===== config.mk =====
export PLATFORM = sky130hd
export DESIGN_NAME = wake_supervisor
export DESIGN_NICKNAME = d
export VERILOG_FILES = /design/src/rtl/wsup_pkg.sv /design/src/rtl/wsup_edge.sv /design/src/rtl/wsup_ctrl.sv /design/src/rtl/wsup_outmap.sv /design/src/rtl/wake_supervisor.sv
export SDC_FILE = /design/constraint.sdc
export NUM_CORES = 1
export LEC_CHECK = 0
export ABC_AREA = 1
export BUFFER_PORTS_ARGS = -buffer_cell sky130_fd_sc_hd__buf_2
export CAP_MARGIN = 5
export CORE_AREA = 3 3 40 42
export CTS_CLUSTER_SIZE = 8
export DETAILED_ROUTE_END_ITERATION = 10
export DIE_AREA = 0 0 43 45
export MAX_ROUTING_LAYER = met4
export PLACE_DENSITY = 0.83
export SYNTH_ARGS = -nofsm -noshare
export SYNTH_HDL_FRONTEND = slang
export SYNTH_HIERARCHICAL = 1
export SYNTH_SLANG_ARGS = --single-unit

===== constraint.sdc =====
create_clock -name clk -period 2.5 [get_ports clk]
set_input_delay 0.25 -clock clk [delete_from_list [all_inputs] [get_ports clk]]
set_output_delay 0.25 -clock clk [all_outputs]
set_load 0.01 [all_outputs]

===== src/rtl/wsup_pkg.sv =====
package wsup_pkg;
  typedef enum logic [1:0] {
    ST_RESET = 2'd0,
    ST_IDLE  = 2'd1,
    ST_CYCLE = 2'd2
  } wsup_state_e;

  function automatic int max3(input int a, input int b, input int c);
    int m;
    m = (a > b) ? a : b;
    return (m > c) ? m : c;
  endfunction
endpackage


===== src/rtl/wsup_edge.sv =====
// Synchronizes the watchdog line and flags each falling edge for one clock.
module wsup_edge #(
  parameter int STAGES = 2
) (
  input  logic clk,
  input  logic arst_n,
  input  logic din,
  output logic fall
);
  logic [STAGES-1:0] sync_q;
  logic              last_q;

  for (genvar g = 0; g < STAGES; g++) begin : g_sync
    always_ff @(posedge clk or negedge arst_n) begin
      if (!arst_n) sync_q[g] <= 1'b0;
      else if (g == 0) sync_q[g] <= din;
      else sync_q[g] <= sync_q[(g == 0) ? 0 : g-1];
    end
  end

  always_ff @(posedge clk or negedge arst_n) begin
    if (!arst_n) last_q <= 1'b0;
    else last_q <= sync_q[STAGES-1];
  end

  assign fall = last_q & ~sync_q[STAGES-1];
endmodule


===== src/rtl/wsup_ctrl.sv =====
// Phase sequencer: reset hold, idle gap, wake-up cycles.
module wsup_ctrl
  import wsup_pkg::*;
#(
  parameter int RST_CYC  = 40,
  parameter int IDLE_CYC = 16,
  parameter int PER_CYC  = 32,
  parameter int CNT_W    = 6
) (
  input  logic             clk,
  input  logic             arst_n,
  input  logic             supply_ok,
  input  logic             wdog_fall,
  output wsup_state_e      state,
  output logic [CNT_W-1:0] count,
  output logic             served
);
  localparam logic [CNT_W-1:0] RST_LAST  = CNT_W'(RST_CYC - 1);
  localparam logic [CNT_W-1:0] IDLE_LAST = CNT_W'(IDLE_CYC - 1);
  localparam logic [CNT_W-1:0] PER_LAST  = CNT_W'(PER_CYC - 1);

  wsup_state_e      state_d;
  logic [CNT_W-1:0] count_d;
  logic             served_d;

  always_comb begin
    state_d  = state;
    count_d  = count;
    served_d = served;
    unique case (state)
      ST_RESET: begin
        served_d = 1'b0;
        if (!supply_ok) begin
          count_d = '0;
        end else if (count == RST_LAST) begin
          state_d = ST_IDLE;
          count_d = '0;
        end else begin
          count_d = count + 1'b1;
        end
      end
      ST_IDLE: begin
        served_d = 1'b0;
        if (!supply_ok) begin
          state_d = ST_RESET;
          count_d = '0;
        end else if (count == IDLE_LAST) begin
          state_d = ST_CYCLE;
          count_d = '0;
        end else begin
          count_d = count + 1'b1;
        end
      end
      ST_CYCLE: begin
        if (!supply_ok) begin
          state_d  = ST_RESET;
          count_d  = '0;
          served_d = 1'b0;
        end else if (count == PER_LAST) begin
          count_d  = '0;
          served_d = 1'b0;
          if (!(served || wdog_fall)) state_d = ST_RESET;
        end else begin
          count_d = count + 1'b1;
          if (wdog_fall) served_d = 1'b1;
        end
      end
      default: begin
        state_d  = ST_RESET;
        count_d  = '0;
        served_d = 1'b0;
      end
    endcase
  end

  always_ff @(posedge clk or negedge arst_n) begin
    if (!arst_n) begin
      state  <= ST_RESET;
      count  <= '0;
      served <= 1'b0;
    end else begin
      state  <= state_d;
      count  <= count_d;
      served <= served_d;
    end
  end
endmodule


===== src/rtl/wsup_outmap.sv =====
// Decodes the phase state into the two output pins.
module wsup_outmap
  import wsup_pkg::*;
#(
  parameter int HI_CYC = 16,
  parameter int CNT_W  = 6
) (
  input  wsup_state_e      state,
  input  logic [CNT_W-1:0] count,
  input  logic             served,
  output logic             wake,
  output logic             rst_n
);
  localparam logic [CNT_W-1:0] HI_END = CNT_W'(HI_CYC);

  always_comb begin
    rst_n = (state != ST_RESET);
    wake  = (state == ST_CYCLE) && (count < HI_END) && !served;
  end
endmodule


===== src/rtl/wake_supervisor.sv =====
module wake_supervisor
  import wsup_pkg::*;
#(
  parameter int UNIT_CYC      = 8,
  parameter int WAKE_HI_UNITS = 2,
  parameter int WAKE_LO_UNITS = 2,
  parameter int RST_UNITS     = 5,
  parameter int IDLE_UNITS    = 2,
  parameter int SYNC_STAGES   = 2
) (
  input  logic clk,
  input  logic arst_n,
  input  logic wdog_in,
  input  logic supply_ok,
  output logic wake_out,
  output logic rst_n_out
);
  localparam int HI_CYC   = WAKE_HI_UNITS * UNIT_CYC;
  localparam int PER_CYC  = (WAKE_HI_UNITS + WAKE_LO_UNITS) * UNIT_CYC;
  localparam int RST_CYC  = RST_UNITS * UNIT_CYC;
  localparam int IDLE_CYC = IDLE_UNITS * UNIT_CYC;
  localparam int CNT_W    = $clog2(max3(PER_CYC, RST_CYC, IDLE_CYC)) + 1;

  logic             wdog_fall;
  wsup_state_e      state;
  logic [CNT_W-1:0] count;
  logic             served;

  wsup_edge #(.STAGES(SYNC_STAGES)) u_edge (
    .clk   (clk),
    .arst_n(arst_n),
    .din   (wdog_in),
    .fall  (wdog_fall)
  );

  wsup_ctrl #(
    .RST_CYC (RST_CYC),
    .IDLE_CYC(IDLE_CYC),
    .PER_CYC (PER_CYC),
    .CNT_W   (CNT_W)
  ) u_ctrl (
    .clk      (clk),
    .arst_n   (arst_n),
    .supply_ok(supply_ok),
    .wdog_fall(wdog_fall),
    .state    (state),
    .count    (count),
    .served   (served)
  );

  wsup_outmap #(.HI_CYC(HI_CYC), .CNT_W(CNT_W)) u_out (
    .state (state),
    .count (count),
    .served(served),
    .wake  (wake_out),
    .rst_n (rst_n_out)
  );
endmodule


==> results by group <==
STA
  • Final setup fails: 0
  • Pin slew with the least headroom to its limit: 340 ps
  • Max-slew violations: 0
  • Max-slew headroom: 0.773
  • F_max: 697 MHz
  • Final period util: 0.574
  • Setup Skew: 2.12 ps
  • Crit path time final: 1430 ps
  • Post-route worst setup slack: 1070 ps
  • Hold Fails Final Rpt: 0
  • RSZ-0062 raised after global routing: no
  • TNS Setup: 0 ps

Clock tree
  • H-tree levels: 1
  • Clk sinks: 13
  • TritonCTS Buffers: 3
  • Clk Latency, worst-skew pair: 270 ps
  • CTS tree: built
  • Worst-path clk slew: 80 ps
  • Clock root cell: clkbuf_4
  • Cells resized by post-CTS repair: 0
  • Max Buffers Root-to-Sink: 2

Routing
  • Post-detailed-route wirelength per cell: 12.6 um
  • Final ANT Viol Nets: 0
  • Iter 0 DRT Violations: 19
  • DRT Pass-1 Iters: 4
  • Drt drc: 0
  • Via/cell ratio: 5.27
  • DRT Wirelength: 1450 um
  • Via Count: 606

Global routing
  • First-pass GRT wire length: 2390 um
  • Initial antenna violation count: 0
  • GRT Total Usage: 0.178
  • Grt ovf: 0
  • Vias in the first global route: 552
  • Largest net degree at the start of global routing: 14

Finish
  • Total inserted antenna cells: 0
  • Fillers: 115
  • Final-stage net count: 106
  • Area grow syn2layout: 10.5%
  • Share of cells above drive strength 1: 0.220

Synth
  • Syn Std Cell Area: 717 um2
  • Mapped Nets: 96
  • Post-synthesis register bit count: 13
  • Synth Instances: 91
  • Yosys warnings: 6
  • Synth unique cells: 21
  • Sequential area share after synthesis: 0.454
  • Post-synthesis average cell area: 7.88 um2

Min path
  • Hold path start: wdog_in
  • Worst Hold End: u_edge/sync_q[0]
  • Worst min-delay path category: input pin to register
  • Hold depth: 1

Power and ir drop
  • Leak pwr: 0.436 nW
  • Power Density: 468 nW/um2
  • Worst VDD drop: 0.253 mV
  • Total power draw: 0.371 mW

Run
  • Max-cap violations: 0

Placed design
  • RD Place Congestion: 0.857
  • Port Buffers: 5
  • Worst slack, placed: 1120 ps
  • HPWL Detailed: 1080 um

Worst setup path
  • Reg2reg end: u_ctrl/count[3]
  • Worst path required time: 2670 ps
  • R2R setup slack: 1070 ps
  • Worst-path maximum fanout: 5
  • Critical path class: register to register
  • Critical Path Start Type: register
  • R2r startpoint: u_ctrl/count[0]
  • CP endpoint kind: register
  • R2R depth: 10
  • Worst EP arrival: 1610 ps

Run status
  • Status: completed

Floorplanning
  • Starting Density: 0.558
  • Die Wd: 43 um
  • Die Height: 45 um
  • Die Footprint: 1940 um2
  • Num ports: 6
  • Num rows: 13
  • Core area: 1280 um2
[final cells by class]
cell class / count / area (um2) / share of cell area
multi-input cells: 64 / 338 / 0.427
well taps: 15 / 18.8 / 0.0237
clock buffers: 4 / 26.3 / 0.0332
flip-flops and latches: 13 / 325 / 0.411
inverters: 13 / 48.8 / 0.0616
repair buffers: 6 / 35.0 / 0.0442
[stage by stage]
stage / cell area, um2 / utilization / hold WS (ps) / cells
finish: 792 / 0.616 / 92.0 / 115
CTS: 792 / 0.616 / 88.0 / 115
global route: 792 / 0.616 / 84.2 / 115
floorplan: 717 / - / -45.6 / 91
global placement: 756 / 0.588 / 149 / 110
detailed placement: 756 / 0.588 / 153 / 110
[Yosys cell counts]
master / number / share of area
xor2_1: 1 / 0.012
nand3_2: 1 / 0.014
ha_1: 1 / 0.017
o21bai_1: 1 / 0.010
inv_1: 12 / 0.063
nor2_4: 2 / 0.031
nand2_2: 3 / 0.026
dfrtp_1: 13 / 0.45
o21ai_2: 1 / 0.012
nand2_1: 21 / 0.11
nand3b_1: 1 / 0.010
nor2_2: 4 / 0.035
or2_1: 1 / 0.0087
a21boi_1: 1 / 0.010
inv_2: 1 / 0.0052
a21oi_1: 6 / 0.042
a21oi_2: 1 / 0.012
or2_2: 1 / 0.0087
nor2_1: 9 / 0.047
nand3_1: 9 / 0.063
buf_2: 1 / 0.0070
[per-layer routing]
metal,track usage,vias to the layer above,part of all wire
met4,0.0904,0,0.016
met3,0.0239,6,0.053
li1,-,304,-
met1,0.209,274,0.42
met2,0.299,22,0.51
met5,-,-,0
[how the worst max path moves through the flow]
stage / from / endpoint / slack (ps) / depth (start not counted)
2_1_floorplan: u_ctrl/count[0] / u_ctrl/count[5] / 1250 / 10
3_3_place_gp: u_ctrl/count[0] / u_ctrl/count[5] / 1180 / 10
3_5_place_dp: u_ctrl/count[0] / u_ctrl/count[5] / 1120 / 10
4_1_cts: u_ctrl/state[1] / rst_n_out / 1080 / 2
5_1_grt: u_ctrl/count[0] / u_ctrl/count[3] / 940 / 10
6_report: u_ctrl/count[0] / u_ctrl/count[3] / 1070 / 10
[cell usage in the layout, fill, tap and decap left out]
master | synthesis | final
clkbuf_4 | 0 | 3
xor2_1 | 1 | 1
inv_2 | 1 | 1
nand2_2 | 3 | 3
nand3b_1 | 1 | 1
buf_2 | 1 | 5
o21bai_1 | 1 | 1
nand3_2 | 1 | 1
or2_2 | 1 | 1
or2_1 | 1 | 1
o21ai_2 | 1 | 1
dlygate4sd3_1 | 0 | 1
a21boi_1 | 1 | 1
nand3_1 | 9 | 9
clkbuf_1 | 0 | 1
nor2_4 | 2 | 2
nor2_1 | 9 | 9
ha_1 | 1 | 1
nor2_2 | 4 | 4
inv_1 | 12 | 12
dfrtp_1 | 13 | 13
a21oi_1 | 6 | 6
nand2_1 | 21 | 21
a21oi_2 | 1 | 1
[flip-flops by register name (all words and copies together), names as in the netlist]
signal / cells
u_ctrl/count: 7
u_ctrl/served: 1
u_ctrl/state: 2
u_edge/last_q: 1
u_edge/sync_q: 2
[report_power, final]
group	internal, mW	leakage [nW]	switching (mW)
clock	0.0618	0.0150	0.0661
combinational	0.00925	0.249	0.0127
sequential	0.216	0.172	0.00474
total	0.287	0.436	0.0836
[kinds of logic (layout without fill, tap and decap cells)]
| logic type | count (synthesis) | in the layout | share of synthesized area |
|---|---|---|---|
| AO/OA/AOI/OAI | 10 | 10 | 0.0873 |
| AND/OR/NAND/NOR | 52 | 52 | 0.354 |
| adder cells (fa/ha/maj) | 1 | 1 | 0.0174 |
| XOR/XNOR | 1 | 1 | 0.0122 |
| flip-flops | 13 | 13 | 0.454 |
| buffers and inverters | 14 | 23 | 0.0750 |
[what timing repair did]
item / in CTS / in global routing
buffers inserted: 0 / 0
endpoints found under the hold margin: 13 / 0
hold buffers: 1 / 0
[worst max-delay path: stages (launching register included)]
cell and delay (ps):
dfrtp_1 390, ha_1 220, nand2_2 100, nor2_4 160
nand2_1 70, nand2_1 80, nand2_2 60, inv_2 110
nand2_2 60, nand2_1 50, inv_1 40
Power figures use the tool's default switching activity.
